File: config.mk
export PLATFORM = sky130hd
export DESIGN_NAME = tmr3_top
export DESIGN_NICKNAME = d
export VERILOG_FILES = /design/src/rtl/tmr3_pkg.sv /design/src/rtl/tmr3_prescale.sv /design/src/rtl/tmr3_chan.sv /design/src/rtl/tmr3_top.sv
export SDC_FILE = /design/constraint.sdc
export NUM_CORES = 1
export LEC_CHECK = 0
export BUFFER_PORTS_ARGS = -buffer_cell sky130_fd_sc_hd__buf_2
export CORE_UTILIZATION = 53
export CTS_CLUSTER_SIZE = 14
export DETAILED_ROUTE_END_ITERATION = 12
export GPL_TIMING_DRIVEN = 1
export PLACE_DENSITY = 0.83
export SKIP_CTS_REPAIR_TIMING = 1
export SYNTH_ARGS = -nofsm -noshare
export SYNTH_HDL_FRONTEND = slang
export SYNTH_SLANG_ARGS = --single-unit
File: constraint.sdc
create_clock -name clk -period 5.7 [get_ports clk]
set_clock_uncertainty 0.1 [all_clocks]
set_input_delay 1.14 -clock clk [delete_from_list [all_inputs] [get_ports clk]]
set_output_delay 1.14 -clock clk [all_outputs]
set_load 0.005 [all_outputs]
File: src/rtl/tmr3_pkg.sv
`timescale 1ns/1ps
package tmr3_pkg;
    localparam int BUS_W    = 32;
    localparam int CNT_W    = 32;
    localparam int CTL_W    = 16;
    localparam int SRC_W    = 3;
    localparam int NTAP     = 6;      // taps /4 .. /4096, two bits apart
    localparam int UNF_BIT  = 8;
    localparam int UNIE_BIT = 5;

    localparam logic [SRC_W-1:0] SRC_BAD = 3'd5;
    localparam logic [SRC_W-1:0] SRC_RTC = 3'd6;
    localparam logic [SRC_W-1:0] SRC_EXT = 3'd7;

    typedef struct packed {
        logic [CNT_W-1:0] cnt;
        logic [CNT_W-1:0] rld;
        logic [CTL_W-1:0] ctl;
    } chan_st_t;
endpackage

File: src/rtl/tmr3_prescale.sv
`timescale 1ns/1ps
module tmr3_prescale
    import tmr3_pkg::*;
#(
    parameter int TAPS = NTAP
) (
    input  logic            clk,
    input  logic            rst_n,
    output logic [TAPS-1:0] tap_stb
);
    localparam int PW = 2 * TAPS;

    logic [PW-1:0] div_d, div_q;

    always_comb begin
        div_d = div_q + 1'b1;
    end

    always_ff @(posedge clk or negedge rst_n) begin
        if (!rst_n) div_q <= '0;
        else        div_q <= div_d;
    end

    // tap i strobes once every 2^(2i+2) clocks
    for (genvar i = 0; i < TAPS; i++) begin : g_tap
        assign tap_stb[i] = &div_q[2*i+1:0];

        AST_TAP_SINGLE: assert property (@(posedge clk) disable iff (!rst_n)
            tap_stb[i] |=> !tap_stb[i]);
    end
endmodule

File: src/rtl/tmr3_chan.sv
`timescale 1ns/1ps
module tmr3_chan
    import tmr3_pkg::*;
#(
    parameter int TAPS = NTAP
) (
    input  logic             clk,
    input  logic             rst_n,
    input  logic             run,
    input  logic [TAPS-1:0]  tap_stb,
    input  logic             rtc_stb,
    input  logic             ext_stb,
    input  logic             wr_ctl,
    input  logic             wr_rld,
    input  logic             wr_cnt,
    input  logic [BUS_W-1:0] wdata,
    output logic [CNT_W-1:0] cnt,
    output logic [CNT_W-1:0] rld,
    output logic [CTL_W-1:0] ctl,
    output logic             irq,
    output logic             src_err
);
    chan_st_t         st_d, st_q;
    logic [SRC_W-1:0] src;
    logic             tick, step, uf;

    always_comb begin
        st_d = st_q;
        src  = st_q.ctl[SRC_W-1:0];

        tick = 1'b0;
        if (src == SRC_RTC)      tick = rtc_stb;
        else if (src == SRC_EXT) tick = ext_stb;
        else begin
            for (int t = 0; t < TAPS; t++) begin
                if (src == SRC_W'(t)) tick = tap_stb[t];
            end
        end

        step = run & tick;
        uf   = step & (st_q.cnt == '0);

        // count: software write wins over a tick in the same cycle
        if (wr_cnt)     st_d.cnt = wdata[CNT_W-1:0];
        else if (uf)    st_d.cnt = st_q.rld;
        else if (step)  st_d.cnt = st_q.cnt - 1'b1;

        if (wr_rld)     st_d.rld = wdata[CNT_W-1:0];

        if (wr_ctl) begin
            st_d.ctl          = wdata[CTL_W-1:0];
            st_d.ctl[UNF_BIT] = st_q.ctl[UNF_BIT] & wdata[UNF_BIT];
        end
        // hardware set beats a software clear
        if (uf)         st_d.ctl[UNF_BIT] = 1'b1;
    end

    always_ff @(posedge clk or negedge rst_n) begin
        if (!rst_n) st_q <= '0;
        else        st_q <= st_d;
    end

    assign cnt     = st_q.cnt;
    assign rld     = st_q.rld;
    assign ctl     = st_q.ctl;
    assign irq     = st_q.ctl[UNF_BIT] & st_q.ctl[UNIE_BIT];
    assign src_err = (src == SRC_BAD);

    AST_NO_SW_SET: assert property (@(posedge clk) disable iff (!rst_n)
        (wr_ctl && !st_q.ctl[UNF_BIT] && !uf) |=> !st_q.ctl[UNF_BIT]);

    AST_RELOAD: assert property (@(posedge clk) disable iff (!rst_n)
        (run && tick && st_q.cnt == '0 && !wr_cnt)
            |=> (st_q.cnt == $past(st_q.rld)) && st_q.ctl[UNF_BIT]);

    AST_DECREMENT: assert property (@(posedge clk) disable iff (!rst_n)
        (run && tick && st_q.cnt != '0 && !wr_cnt)
            |=> st_q.cnt == $past(st_q.cnt) - 1'b1);

    AST_HOLD_STOPPED: assert property (@(posedge clk) disable iff (!rst_n)
        (!run && !wr_cnt) |=> $stable(st_q.cnt));

    AST_WRITE_WINS: assert property (@(posedge clk) disable iff (!rst_n)
        wr_cnt |=> st_q.cnt == $past(wdata[CNT_W-1:0]));
endmodule

File: src/rtl/tmr3_top.sv
`timescale 1ns/1ps
module tmr3_top
    import tmr3_pkg::*;
#(
    parameter int NCH = 3,
    parameter int AW  = 6
) (
    input  logic             clk,
    input  logic             rst_n,
    input  logic             bus_wr_en,
    input  logic [AW-1:0]    bus_addr,
    input  logic [BUS_W-1:0] bus_wdata,
    output logic [BUS_W-1:0] bus_rdata,
    input  logic             rtc_tick,
    input  logic             ext_tick,
    output logic [NCH-1:0]   irq,
    output logic [NCH-1:0]   src_err
);
    localparam int STRIDE   = 12;
    localparam int OFS_CTL  = 4;
    localparam int OFS_RLD  = 8;
    localparam int OFS_CNT  = 12;
    localparam logic [AW-1:0] A_START = '0;

    logic [NCH-1:0]  run_d, run_q;
    logic [NTAP-1:0] tap_stb;
    logic [NCH-1:0]  wr_ctl, wr_rld, wr_cnt;
    logic [CNT_W-1:0] cnt_w [NCH];
    logic [CNT_W-1:0] rld_w [NCH];
    logic [CTL_W-1:0] ctl_w [NCH];

    tmr3_prescale #(.TAPS(NTAP)) u_pre (
        .clk     (clk),
        .rst_n   (rst_n),
        .tap_stb (tap_stb)
    );

    for (genvar n = 0; n < NCH; n++) begin : g_ch
        localparam logic [AW-1:0] A_CTL = AW'(OFS_CTL + STRIDE * n);
        localparam logic [AW-1:0] A_RLD = AW'(OFS_RLD + STRIDE * n);
        localparam logic [AW-1:0] A_CNT = AW'(OFS_CNT + STRIDE * n);

        assign wr_ctl[n] = bus_wr_en && (bus_addr == A_CTL);
        assign wr_rld[n] = bus_wr_en && (bus_addr == A_RLD);
        assign wr_cnt[n] = bus_wr_en && (bus_addr == A_CNT);

        tmr3_chan #(.TAPS(NTAP)) u_ch (
            .clk     (clk),
            .rst_n   (rst_n),
            .run     (run_q[n]),
            .tap_stb (tap_stb),
            .rtc_stb (rtc_tick),
            .ext_stb (ext_tick),
            .wr_ctl  (wr_ctl[n]),
            .wr_rld  (wr_rld[n]),
            .wr_cnt  (wr_cnt[n]),
            .wdata   (bus_wdata),
            .cnt     (cnt_w[n]),
            .rld     (rld_w[n]),
            .ctl     (ctl_w[n]),
            .irq     (irq[n]),
            .src_err (src_err[n])
        );
    end

    always_comb begin
        run_d = run_q;
        if (bus_wr_en && bus_addr == A_START) run_d = bus_wdata[NCH-1:0];
    end

    always_ff @(posedge clk or negedge rst_n) begin
        if (!rst_n) run_q <= '0;
        else        run_q <= run_d;
    end

    always_comb begin
        bus_rdata = '0;
        if (bus_addr == A_START) bus_rdata[NCH-1:0] = run_q;
        for (int n = 0; n < NCH; n++) begin
            if (bus_addr == AW'(OFS_CTL + STRIDE * n)) bus_rdata[CTL_W-1:0] = ctl_w[n];
            if (bus_addr == AW'(OFS_RLD + STRIDE * n)) bus_rdata[CNT_W-1:0] = rld_w[n];
            if (bus_addr == AW'(OFS_CNT + STRIDE * n)) bus_rdata[CNT_W-1:0] = cnt_w[n];
        end
    end

    AST_RUN_WRITE: assert property (@(posedge clk) disable iff (!rst_n)
        (bus_wr_en && bus_addr == A_START) |=> run_q == $past(bus_wdata[NCH-1:0]));

    AST_RUN_KEEP: assert property (@(posedge clk) disable iff (!rst_n)
        !(bus_wr_en && bus_addr == A_START) |=> $stable(run_q));
endmodule

==> metrics.csv <==
metric;value;unit
hold_path_depth;1;
drt_first_pass_iters;7;
cp_cell_sequence;buf_2 -> nor2b_1 -> buf_4 -> and2_1 -> a222oi_1 -> a31oi_1 -> buf_2;
synthTopCellsByCount;255 x dfrtp_1, 163 x mux2_2, 128 x nand2_1, 109 x nor2_1, 99 x clkbuf_1;
critPathRequiredTime;4460;ps
syn_nets;1649;
postSynth.asyncResetShare;100;%
min_period;4850;ps
worst_skew_pair.late_latency;560;ps
relSlewSlack;21.1;%
netSwitchingPower;2.59;mW
wirelength;53100;um
power_density;403;nW/um^2
clkSlewWorstSetupHoldPaths;60;ps
synth_fa_ha_area_share;0.572;%
gp_congestion;1.02;
route.detailed.drc;0;
vias;14400;
synth_edf_count;0;
multiInputGateArea;8250;um^2
area_growth;9.84;%
cpLargestDelayFamily;simple AND/OR/NAND/NOR gates;
rsz0062_at_grt;false;
cpPeakStageDelay;670;ps
syn_inst;1599;
drtIter0Drc;2094;
drive_gt1_share;21.8;%
setup_viol;0;
cts_tree;done;
clk_path_buf_depth;3;
ys.flop_type;dfrtp_1;
hold-path-endpoint;u_pre.div_q[0];
dp_slack;1020;ps
grt_pass1_vias;13900;
initial_core_util;54.5;%
fin_util;59.8;%
htreeDepth;1;
grt_max_degree;120;
ys_types;73;
setup_tns;0;ps
netlist_area;15300;um^2
crit_slowest_cell;and2_1;
antenna_found_initial;1;
avgSynthCellArea;9.57;um^2
yosys.cell_count.top_type;dfrtp_1;
synth-compound-area-share;19.3;%
final_antenna_net_count;0;
grtUsageTotal;36.5;%
layout.nets;1652;
reg2reg_from;g_ch[0].u_ch.cnt[10];
intPower;4.19;mW
critPathMaxFanout;22;
wl_per_cell;26.5;um
min-delay-start;u_pre.div_q[0];
coreArea;28100;um^2
cp-end-kind;primary output;
ff_latch_area;6380;um^2
ir_worst_vdd;0.317;mV
finalHoldViolCount;0;
dp_hpwl;35500;um
fmax;206;MHz
grt_pass1_wl;81900;um
nFillCells;2353;
worst_pin_slew;1180;ps
ys_top_cells_by_area;dfrtp_1 42%, mux2_2 12%, nand2_1 3.1%;
synth_top_cell_by_area;dfrtp_1;
yosysSeqAreaShare;41.7;%
routed_via_density;7.20;
synthMuxAreaShare;14.9;%
worst-r2r-cell-count;7;
crit_buf_inv;3;
hold_class;reg -> reg;
numCtsBuffers;27;
min_period_over_period;85.1;%
ys_ff_latch;255;
cts_sinks;255;
rrSetupSlack;2050;ps
dieWidth;172;um
p_leak;7.54;nW
finalMaxSlewViolations;0;
cp_common_cell;buf_2;
maxCapViolCount;0;
p_clk_share;27.7;%
die_area;29600;um^2
setup_ws;848;ps
comb_power_share;29.9;%
switching_share;38.2;%
synth-xor-area-share;3.78;%
port_buffers;80;
synth_top_area_share;41.7;%
synth_top_family_by_area;compound AO/OA/AOI/OAI gates;
cp_data_arrival_time;3610;ps
synthSimpleGateAreaFrac;15.3;%
startpoint_type;input pin;
grt_overflow;0;
outcome;finished clean;
crit_type;in -> out;
yosys_warnings;0;
die-height;172;um
share_seq_of_total_power;42.4;%
ioPinCount;81;
clock_tree.root_cell;clkbuf_16;
worstReg2RegEnd;g_ch[0].u_ch.cnt[19];
row_count;61;
==> sequential cells by signal, summed over array words and instances, names as in the netlist <==
register	count
g_ch.u_ch.cnt	96
g_ch.u_ch.ctl	48
g_ch.u_ch.rld	96
run_q	3
u_pre.div_q	12
==> how the worst max path moves through the flow <==
stage	from	end	cells after the start
floorplan	bus_addr[1]	bus_rdata[25]	6
global placement	bus_addr[2]	bus_rdata[19]	7
detailed placement	bus_addr[2]	bus_rdata[19]	7
CTS	bus_addr[2]	bus_rdata[19]	7
global route	bus_addr[2]	bus_rdata[19]	7
finish	bus_addr[2]	bus_rdata[19]	7
==> worst reg2reg max path, stage by stage (launching register included) <==
cell      delay (ps)
dfrtp_1          430
nor4_1           530
nand2_1          440
or4_1            850
or2_1            510
buf_4            310
mux2i_1          230
o211ai_1         100
==> layout make-up <==
cell class,instances,share of cell area (%)
clock buffers,38,4.68
well taps,378,2.81
inverters,26,0.581
repair buffers,113,3.99
flip-flops and latches,255,38.0
multi-input cells,1179,49.1
clock inverters,12,0.849
diodes,1,0.0149
==> stage by stage <==
| step | hold WS [ps] | cells | area, um^2 | total power, mW |
|---|---|---|---|---|
| 3_5_place_dp | 360 | 1951 | 15900 | 4.80 |
| 3_3_place_gp | 357 | 1951 | 15900 | 4.70 |
| 5_1_grt | 390 | 2001 | 16800 | 7.06 |
| 6_report | 362 | 2002 | 16800 | 6.78 |
| 2_1_floorplan | 336 | 1599 | 15300 | 4.09 |
| 4_1_cts | 369 | 2001 | 16800 | 6.68 |
==> metal layers <==
layer	up-vias	track usage [%]	wire, um
met1	7041	48.7	20100
met4	0	20.5	3660
li1	5983	-	-
met5	-	0	0
met2	1121	52.9	22400
met3	267	10.8	7010
==> power by group through the flow <==
stage               clock network, mW  logic [mW]  registers [mW]
finish                           1.88        2.02            2.88
floorplan                           0        1.50            2.59
detailed placement                  0        1.94            2.85
global route                     1.94        2.20            2.92
global placement                    0        1.86            2.84
CTS                              1.88        1.97            2.83
==> placed cells by master, fill, tap and decap left out, types with 14 or more instances in the layout <==
master | Yosys | routed
a21oi_1 | 80 | 80
a222oi_1 | 22 | 22
a22oi_1 | 30 | 30
a2bb2oi_1 | 23 | 23
a31oi_1 | 18 | 18
and3_1 | 14 | 14
buf_2 | 4 | 79
buf_4 | 6 | 32
clkbuf_16 | 0 | 27
dfrtp_1 | 255 | 255
inv_1 | 26 | 26
mux2_2 | 163 | 163
mux2i_1 | 38 | 38
nand2_1 | 128 | 128
nand3_1 | 62 | 62
nor2_1 | 109 | 108
nor3_1 | 33 | 33
nor4_1 | 28 | 28
o211ai_1 | 53 | 53
o21ai_0 | 71 | 71
o22ai_1 | 41 | 41
o31ai_1 | 14 | 14
or3_1 | 21 | 21
xnor2_1 | 27 | 27
xor2_1 | 39 | 39
==> logic make-up (layout without fill, tap and decap cells) <==
group | Yosys count | in the layout
AO/OA/AOI/OAI | 430 | 430
AND/OR/NAND/NOR | 472 | 472
adder cells (fa/ha/maj) | 7 | 7
flip-flops | 255 | 255
XOR/XNOR | 66 | 66
buffers and inverters | 165 | 189
multiplexers | 204 | 204
other | 0 | 1
Note: power is estimated with default switching activity, not from simulation.
